[src/rtl/irc_pkg.sv]
package irc_pkg;
  // Action-bit positions decoded from the low write bits
  localparam int unsigned LRST_BIT = 0;
  localparam int unsigned CLRA_BIT = 1;
  localparam int unsigned SREQ_BIT = 2;
  localparam int unsigned END_BIT  = 15;

  typedef struct packed {
    logic sreq_set;
    logic lrst;
    logic clra;
  } irc_req_t;
endpackage

[src/rtl/irc_keychk.sv]
module irc_keychk #(
  parameter int unsigned KEY_W  = 16,
  parameter logic [KEY_W-1:0] WR_KEY = 16'h05FA
) (
  input  logic             sel,
  input  logic             wr,
  input  logic [KEY_W-1:0] key_in,
  output logic             accept
);
  always_comb begin
    accept = sel && wr && (key_in == WR_KEY);
  end
endmodule

[src/rtl/irc_cmd.sv]
module irc_cmd
  import irc_pkg::*;
(
  input  logic       accept,
  input  logic       halted,
  input  logic [2:0] act_bits,
  output irc_req_t   req
);
  always_comb begin
    req.sreq_set = accept && act_bits[SREQ_BIT];
    // System request wins over a local reset in the same write
    req.lrst     = accept && halted && act_bits[LRST_BIT] && !act_bits[SREQ_BIT];
    req.clra     = accept && halted && act_bits[CLRA_BIT];
  end
endmodule

[src/rtl/irc_regs.sv]
module irc_regs
  import irc_pkg::*;
#(
  parameter int unsigned PG_W = 3
) (
  input  logic            clk,
  input  logic            rst_n,
  input  logic            accept,
  input  irc_req_t        req,
  input  logic [PG_W-1:0] pg_wdata,
  output logic [PG_W-1:0] pg_q,
  output logic            sreq_q,
  output logic            lrst_q,
  output logic            clra_q
);
  logic [PG_W-1:0] pg_d;
  logic            sreq_d;
  logic            lrst_d;
  logic            clra_d;

  always_comb begin
    pg_d   = pg_q;
    sreq_d = sreq_q;
    if (accept) begin
      pg_d = pg_wdata;
    end
    if (req.sreq_set) begin
      sreq_d = 1'b1;
    end else if (req.lrst) begin
      sreq_d = 1'b0;
    end
    lrst_d = req.lrst;
    clra_d = req.clra;
  end

  always_ff @(posedge clk or negedge rst_n) begin
    if (!rst_n) begin
      pg_q   <= '0;
      sreq_q <= 1'b0;
      lrst_q <= 1'b0;
      clra_q <= 1'b0;
    end else begin
      pg_q   <= pg_d;
      sreq_q <= sreq_d;
      lrst_q <= lrst_d;
      clra_q <= clra_d;
    end
  end
endmodule

[src/rtl/irc_rdmux.sv]
module irc_rdmux
  import irc_pkg::*;
#(
  parameter int unsigned DW     = 32,
  parameter int unsigned KEY_W  = 16,
  parameter int unsigned PG_W   = 3,
  parameter int unsigned PG_LSB = 8,
  parameter logic [KEY_W-1:0] RD_KEY = 16'hFA05
) (
  input  logic [PG_W-1:0] pg,
  input  logic            sreq,
  input  logic            strap,
  output logic [DW-1:0]   rdata
);
  localparam int unsigned KEY_LSB = DW - KEY_W;

  always_comb begin
    rdata                   = '0;
    rdata[DW-1:KEY_LSB]     = RD_KEY;
    rdata[END_BIT]          = strap;
    rdata[PG_LSB +: PG_W]   = pg;
    rdata[SREQ_BIT]         = sreq;
  end
endmodule

[src/rtl/intrst_ctl.sv]
module intrst_ctl
  import irc_pkg::*;
#(
  parameter int unsigned DW     = 32,
  parameter int unsigned KEY_W  = 16,
  parameter int unsigned PG_W   = 3,
  parameter int unsigned PG_LSB = 8,
  parameter logic [KEY_W-1:0] WR_KEY = 16'h05FA,
  parameter logic [KEY_W-1:0] RD_KEY = 16'hFA05
) (
  input  logic            clk,
  input  logic            rst_n,
  input  logic            bus_sel,
  input  logic            bus_wr,
  input  logic [DW-1:0]   bus_wdata,
  output logic [DW-1:0]   bus_rdata,
  input  logic            endian_strap,
  input  logic            core_halted,
  output logic [PG_W-1:0] prio_group,
  output logic            sys_rst_req,
  output logic            core_rst_pulse,
  output logic            clr_active_pulse
);
  localparam int unsigned KEY_LSB = DW - KEY_W;

  logic     accept;
  irc_req_t req;
  logic     unused_wbits;

  assign unused_wbits = ^{bus_wdata[KEY_LSB-1:PG_LSB+PG_W], bus_wdata[PG_LSB-1:SREQ_BIT+1]};

  irc_keychk #(.KEY_W(KEY_W), .WR_KEY(WR_KEY)) u_key (
    .sel    (bus_sel),
    .wr     (bus_wr),
    .key_in (bus_wdata[DW-1:KEY_LSB]),
    .accept (accept)
  );

  irc_cmd u_cmd (
    .accept   (accept),
    .halted   (core_halted),
    .act_bits (bus_wdata[2:0]),
    .req      (req)
  );

  irc_regs #(.PG_W(PG_W)) u_regs (
    .clk      (clk),
    .rst_n    (rst_n),
    .accept   (accept),
    .req      (req),
    .pg_wdata (bus_wdata[PG_LSB +: PG_W]),
    .pg_q     (prio_group),
    .sreq_q   (sys_rst_req),
    .lrst_q   (core_rst_pulse),
    .clra_q   (clr_active_pulse)
  );

  irc_rdmux #(
    .DW(DW), .KEY_W(KEY_W), .PG_W(PG_W), .PG_LSB(PG_LSB), .RD_KEY(RD_KEY)
  ) u_rd (
    .pg    (prio_group),
    .sreq  (sys_rst_req),
    .strap (endian_strap),
    .rdata (bus_rdata)
  );
endmodule

[config.mk]
export PLATFORM = sky130hd
export DESIGN_NAME = intrst_ctl
export DESIGN_NICKNAME = d
export VERILOG_FILES = /design/src/rtl/irc_pkg.sv /design/src/rtl/irc_keychk.sv /design/src/rtl/irc_cmd.sv /design/src/rtl/irc_regs.sv /design/src/rtl/irc_rdmux.sv /design/src/rtl/intrst_ctl.sv
export SDC_FILE = /design/constraint.sdc
export NUM_CORES = 1
export LEC_CHECK = 0
export ABC_AREA = 1
export BUFFER_PORTS_ARGS = -buffer_cell sky130_fd_sc_hd__buf_2
export CELL_PAD_IN_SITES_DETAIL_PLACEMENT = 1
export CELL_PAD_IN_SITES_GLOBAL_PLACEMENT = 1
export CORE_MARGIN = 2
export CORE_UTILIZATION = 17
export CTS_BUF_LIST = sky130_fd_sc_hd__clkbuf_2
export CTS_CLUSTER_SIZE = 16
export DETAILED_ROUTE_END_ITERATION = 10
export PLACE_DENSITY_LB_ADDON = 0.1
export SLEW_MARGIN = 10
export SYNTH_ARGS = -nofsm -noshare
export SYNTH_HDL_FRONTEND = slang
export SYNTH_HIERARCHICAL = 1
export SYNTH_SLANG_ARGS = --single-unit
[constraint.sdc]
create_clock -name clk -period 0.8 [get_ports clk]
set_input_delay 0.08 -clock clk [delete_from_list [all_inputs] [get_ports clk]]
set_output_delay 0.08 -clock clk [all_outputs]
set_load 0.02 [all_outputs]
# After elaboration in Yosys (flattened, before gate mapping)
# Cells that the tools add are included.
[totals] ff_bits=6 elab_cells=16
[classes] reduce_logical=9 n_eq_ne=1 n_mux=2
[op_table] operator="== test 16 x 11 -> 1 bit, second input constant" count=1
[op_table] operator="logical AND 1 bit" count=7
[op_table] operator="2-to-1 mux 1 bit" count=2
[op_table] operator="nonzero test 2 bit" count=1
[op_table] operator="zero test 1 bit" count=1

# Longest topological paths before layout
# Gate-level depths: netlist (run 1).
[logic_depth] depth_word=7 depth_mapped=10 depth_no_buf=10

# By module
# The synthesis (run 1) kept the hierarchy.
[by_module_without_submodules] module="irc_rdmux" instances=1 area_each_um2=247.7 cells_per_inst=34 seq_area_each_um2=0.0
[by_module_without_submodules] module="irc_regs" instances=1 area_each_um2=202.7 cells_per_inst=20 seq_area_each_um2=150.1
[by_module_without_submodules] module="irc_keychk" instances=1 area_each_um2=90.1 cells_per_inst=22 seq_area_each_um2=0.0
[by_module_without_submodules] module="irc_cmd" instances=1 area_each_um2=30.0 cells_per_inst=8 seq_area_each_um2=0.0

# Worst setup path before layout (run 1)
# No wires, ideal clock.
[synth_path] kind="input to register" start="input bus_wdata[27]" end="register u_regs.sreq_q" arrival_time_ps=923 setup_slack_ps=-240 path_stages=10 required_time_ps=683 path_cell_list="inv_1 nand2_1 nor2_1 nand3_1 nor2_1 nand2_1 nor2_1 inv_1 nand2_1 nand2_1"
[synth_lines] item="start, declared" line_no="intrst_ctl.sv:15" rtl="input logic [DW-1:0] bus_wdata,"
[synth_lines] item="end signal, assigned" line_no="irc_regs.sv:44" rtl="sreq_q <= sreq_d;"
[synth_lines] item="end, declared" line_no="irc_regs.sv:12" rtl="output logic sreq_q,"

# Worst setup path in the final report (run 1)
[layout_path] start="register u_regs.pg_q[0]" end="output prio_group[0]"
[layout_lines] item="start, declared" line_no="irc_regs.sv:11" rtl="output logic [PG_W-1:0] pg_q,"
[layout_lines] item="start signal, assigned" line_no="irc_regs.sv:43" rtl="pg_q <= pg_d;"
[layout_lines] item="end, declared" line_no="intrst_ctl.sv:19" rtl="output logic [PG_W-1:0] prio_group,"
# No word-level cell between the ends.

==> results of run 1 <==
## area by class of cell
type,count,share of cell area
clock buffer,3,0.0173
inverter,13,0.0851
tap,46,0.0664
sequential,6,0.173
timing repair buffer,42,0.338
multi-input combinational,58,0.320
## worst paths after layout
path / depth (start not counted) / endpoint / start / slack [ps]
hold reg to reg: 2 / u_regs/pg_q[0] / u_regs/pg_q[0] / 520
setup / recovery: 1 / prio_group[0] / u_regs/pg_q[0] / -70
hold / removal: 3 / u_regs/pg_q[1] / bus_wdata[9] / 60
max in group asynchronous: 2 / u_regs/clra_q / rst_n / 450
min in group asynchronous: 2 / u_regs/pg_q[2] / rst_n / 200
setup reg to reg: 3 / u_regs/pg_q[1] / u_regs/pg_q[1] / 40
## cell usage in the layout, fill, tap and decap left out, types with 5 or more instances in the layout
master,count
conb_1,27
buf_2,25
nand2_1,16
buf_6,10
inv_1,7
buf_4,6
dfrtp_1,6
nand2_2,5
## repair_timing
item,in CTS,in global routing
setup endpoints to repair,14,15
hold endpoints to repair,6,0
gates resized for setup,16,16
pin swaps,7,6
hold buffers,1,0
buffers inserted,3,1
## registers in the layout, indices dropped and copies added (netlist names)
register	count
u_regs/lrst_q	1
u_regs/sreq_q	1
u_regs/clra_q	1
u_regs/pg_q	3
## cells by family after synthesis
logic type / after synthesis / synth area share
flops: 6 / 0.263
simple gates: 31 / 0.217
buf+inv: 45 / 0.507
other cells: 2 / 0.0132
## metal layers
metal | routed length [um] | vias up
met2 | 743 | 30
met4 | 8 | 0
met5 | 0 | -
li1 | - | 257
met1 | 396 | 235
met3 | 121 | 2
## report_power, final
group	leakage, nW	internal [mW]	switching (mW)
Combinational	0.414	0.0739	0.173
Sequential	0.0839	0.304	0.0000400
Clock	0.0125	0.102	0.112
==> run_results.csv, run 1 <==
group,metric,value,unit
clock_network,clock-sinks,6,
logic_synthesis,synth_seq_cells,6,
floorplan,std_cell_rows,21,
setup_path,required,720,ps
logic_synthesis,ys_top_cells_by_count,"32 x buf_4, 22 x nand2_1, 12 x inv_1",
final_layout,area_growth,52.0,%
sta,tns,-500,ps
logic_synthesis,syn_area_per_cell,6.79,um^2
setup_path,path_buf_inv,1,
final_layout,multiInputGateArea,278,um^2
grt,use_met1,0.0562,
job,cap_violations,0,
pwr,p_total,0.763,mW
setup_path,critical_path_class,"reg2out",
setup_path,cp_top_family,"flip-flops",
drt,first_iter_violations,14,
grt,use_met3,0.0124,
clock_network,clk_latency,220,ps
drt,firstDrtPassIters,4,
final_layout,post_layout_nonfiller_instances,168,
hold_path,hold_path.class,"in2reg",
clock_network,cts_root_buffer,"clkbuf_2",
final_layout,fin_area,867,um^2
logic_synthesis,yosys-top-cells-area,"buf_4 42%, dfrtp_1 26%, nand2_1 14%",
setup_path,worstPathCellList,"buf_2",
final_layout,final_core_util,0.264,
logic_synthesis,synth_top_area_share,0.421,
setup_path,slowest_delay,400,ps
floorplan,fp.dieH,61.9,um
sta,finalWorstSetupSlack,-70.1,ps
status,violations,"negative setup slack",
drt,route.detailed.drc,0,
setup_path,cp-start-kind,"flip-flop",
floorplan,die_x,61.9,um
clock_network,cts_tree,"built",
sta,hold_ws,56.9,ps
setup_path,arrival,790,ps
grt,gr-usage-met2,0.143,
drt,wl,1270,um
grt,grt-busiest-layer,"met2",
setup_path,cp_max_fo,3,
final_layout,finalNetCount,162,
grt,grt_usage,0.0690,
final_layout,drive_above_1_share,0.516,
logic_synthesis,yosys_warnings,6,
sta,fin_crit_sh,1.09,
logic_synthesis,seq_area_frac_synth,0.263,
clock_network,clk_pin_slew,60,ps
grt,grt_pass1_vias,483,
grt,grt_max_degree,7,
floorplan,coreArea,3280,um^2
placement,dpl_cell_area,712,um^2
drt,ant_nets,0,
final_layout,seqCellArea,150,um^2
floorplan,die_area,3840,um^2
clock_network,clk_path_buf_depth,2,
logic_synthesis,synth_cells,84,
clock_network,htree_num_levels,1,
drt,drt-vias-per-instance,3.12,
pwr,vdd_drop_max,0.155,mV
placement,dp.cells,160,
sta,drv_slew,0,
final_layout,antennaDiodeCount,0,
floorplan,ios,76,
logic_synthesis,synth_most_common_cell,"buf_4",
grt,grt_pass1_wl,1880,um
sta,setup_viol,10,
logic_synthesis,synth_top_area_cell,"buf_4",
floorplan,start_util,0.174,
sta,hold_viol,0,
setup_path,crit_path_end_kind,"output port",
clock_network,cts_buffers,3,
sta,clock_skew,0,ps
placement,post-place-ws,-311,ps
sta,rsz0062_at_grt,"true",
setup_path,slowest_stage,"dfrtp_1",
placement,gp_congestion,0.656,
logic_synthesis,yosysUniqueCellTypes,10,
placement,io_buffers,36,
grt,grt-ovfl-total,0,
drt,vias,524,
placement,dp.final_hpwl,1100,um
pwr,p_leak,0.511,nW
sta,max_freq,1.15,GHz
pwr,power_density,880,nW/um^2
sta,period_needed,870,ps
logic_synthesis,synthArstFlopShare,1.00,
drt,wire_per_inst,7.56,um
logic_synthesis,synthFlopType,"dfrtp_1",
status,status,"finished, violations left",
logic_synthesis,synth_area,571,um^2
grt,antenna_found_initial,0,
logic_synthesis,synth_edf_count,0,
final_layout,fillers,434,
(Power assumes the default switching activity.)
==> run 2: changes to the inputs <==
--- a/config.mk
+++ b/config.mk
@@ -7,10 +7,11 @@
 export LEC_CHECK = 0
 export ABC_AREA = 1
 export BUFFER_PORTS_ARGS = -buffer_cell sky130_fd_sc_hd__buf_2
+export CAP_MARGIN = 25
 export CELL_PAD_IN_SITES_DETAIL_PLACEMENT = 1
 export CELL_PAD_IN_SITES_GLOBAL_PLACEMENT = 1
 export CORE_MARGIN = 2
-export CORE_UTILIZATION = 17
+export CORE_UTILIZATION = 18
 export CTS_BUF_LIST = sky130_fd_sc_hd__clkbuf_2
 export CTS_CLUSTER_SIZE = 16
 export DETAILED_ROUTE_END_ITERATION = 10
==> constraint.sdc (replaced) <==
create_clock -name clk -period 1 [get_ports clk]
set_input_delay 0.1 -clock clk [delete_from_list [all_inputs] [get_ports clk]]
set_output_delay 0.1 -clock clk [all_outputs]
set_load 0.02 [all_outputs]
==> run 2 against run 1 <==
Effect of this change:
- the run now ends clean
- sequential share of layout area grew 4.3 points
- flip-flop and latch count did not move
- utilization is 3.5 points lower
- worst hold slack gained 23 ps
- setup slack better by 190 ps
- wire length decreased by 10%
- critical path type unchanged
==> run_results.csv, run 2 (same netlist as run 1, synthesis figures left out) <==
group,metric,value,unit
status,status,"completed",
final_layout,post_layout_nonfiller_instances,162,
placement,dp.final_hpwl,1040,um
setup_path,r2r_slack,380,ps
clock_network,clk_path_buf_depth,2,
drt,drt-vias-per-instance,3.02,
setup_path,r2r_end,"u_regs/pg_q[0]",
clock_network,cts_root_buffer,"clkbuf_2",
hold_path,hold_path_end,"u_regs/pg_q[1]",
setup_path,worstPathCellList,"buf_2",
clock_network,clk_pin_slew,60,ps
pwr,vdd_drop_max,0.158,mV
sta,clock_skew,0,ps
sta,setup_viol,0,
floorplan,std_cell_rows,20,
hold_path,hp-start,"bus_wdata[9]",
clock_network,cts_tree,"built",
setup_path,crit-reg2reg-launch,"u_regs/pg_q[0]",
clock_network,htree_num_levels,1,
pwr,p_leak,0.474,nW
final_layout,final_cell_mix,"36 x buf_2, 27 x conb_1, 22 x nand2_1, 12 x inv_1, 6 x dfrtp_1",
placement,dp.cells,158,
final_layout,finalNetCount,158,
floorplan,die_x,60.3,um
setup_path,cp-start-kind,"flip-flop",
drt,first_iter_violations,19,
grt,antenna_found_initial,0,
grt,grt_max_degree,7,
sta,hold_viol,0,
setup_path,critical_path_class,"reg2out",
floorplan,ios,76,
job,cap_violations,0,
final_layout,antennaDiodeCount,0,
setup_path,cp_max_fo,3,
final_layout,largest_reg_flops,3,
sta,period_needed,876,ps
drt,wl,1140,um
clock_network,clk_latency,210,ps
sta,fin_crit_sh,0.876,
grt,grt-ovfl-total,0,
drt,vias,489,
floorplan,start_util,0.188,
drt,ant_nets,0,
hold_path,hold_depth,3,
setup_path,slowest_delay,400,ps
placement,io_buffers,36,
setup_path,path_buf_inv,1,
grt,grt_pass1_vias,458,
grt,grt_pass1_wl,1740,um
hold_path,hold_path.class,"in2reg",
sta,hold_ws,80.4,ps
sta,max_freq,1.14,GHz
setup_path,crit_path_end_kind,"output port",
floorplan,die_area,3640,um^2
final_layout,layout_commonest_cell,"buf_2",
floorplan,fp.dieH,60.3,um
setup_path,r2r_cells,2,
clock_network,clock-sinks,6,
drt,route.detailed.drc,0,
setup_path,arrival,780,ps
setup_path,cp_top_family,"flip-flops",
final_layout,area_growth,21.7,%
sta,rsz0062_at_grt,"false",
setup_path,required,900,ps
drt,firstDrtPassIters,2,
sta,drv_slew,0,
clock_network,cts_buffers,3,
pwr,power_density,828,nW/um^2
setup_path,slowest_stage,"dfrtp_1",
final_layout,drive_above_1_share,0.364,
placement,gp_congestion,0.705,
pwr,p_total,0.575,mW
floorplan,coreArea,3030,um^2
grt,grt_usage,0.0623,
final_layout,regMostFlops,"u_regs/pg_q",
drt,wire_per_inst,7.05,um
[run 2: changes by cell type in the layout (fill, tap and decap cells not counted), moves of 2 or more]
cell,delta
nor2_1,+4
buf_4,-5
nand2_1,+6
inv_4,-2
nand2_2,-5
inv_1,+5
inv_8,-2
buf_6,-10
nor2_4,-3
buf_2,+11
[run 2: worst max path at each step]
stage,start,end,slack [ps],cells past startpoint
final,u_regs/pg_q[0],bus_rdata[8],120,1
after global routing,bus_wdata[30],u_regs/sreq_q,60,11
after CTS,u_regs/pg_q[1],bus_rdata[9],110,1
after detailed placement,bus_wdata[16],u_regs/sreq_q,-80,11
after global placement,bus_wdata[16],u_regs/sreq_q,-100,11
after floorplan,bus_wdata[27],u_regs/sreq_q,20,10
[run 2: layer usage]
layer | part of all wire | vias to the layer above | routed length [um] | track usage
met5 | 0 | - | 0 | 0
met4 | 0.0096 | 0 | 11 | 0.0381
met3 | 0.10 | 2 | 117 | 0.00649
met2 | 0.52 | 34 | 592 | 0.115
met1 | 0.37 | 204 | 420 | 0.0673
li1 | - | 249 | - | -
[run 2: stage by stage]
stage	worst slack, ps	instance area [um^2]	setup TNS (ps)	utilization
2_1_floorplan	20.0	667	0	-
3_3_place_gp	-105	669	-147	0.221
3_5_place_dp	-82.7	669	-153	0.221
4_1_cts	109	694	0	0.229
5_1_grt	62.9	694	0	0.229
6_report	124	694	0	0.229
[run 2: area by class of cell]
class | count | area [um^2]
Sequential cell | 6 | 150
Multi-Input combinational cell | 58 | 228
Fill cell | 406 | 2330
Clock buffer | 3 | 15.0
Timing Repair Buffer | 38 | 198
Inverter | 13 | 48.8
Tap cell | 44 | 55.1
[run 2: what timing repair did]
action / CTS / global route
hold buffers: 1 / 0
setup buffers: 0 / 0
gates resized for setup: 0 / 0
hold endpoints to repair: 6 / 0
[run 2: tightest hold or removal path, delay by kind of cell]
kind	cells	cell delay, ps
AND/OR/NAND/NOR	2	90
buffers and inverters	1	80
[run 2: power breakdown]
part	switching [mW]	internal, mW	total [mW]
clock	0.0845	0.0813	0.166
combinational	0.120	0.0462	0.166
sequential	0.0000200	0.243	0.243
total	0.204	0.370	0.575
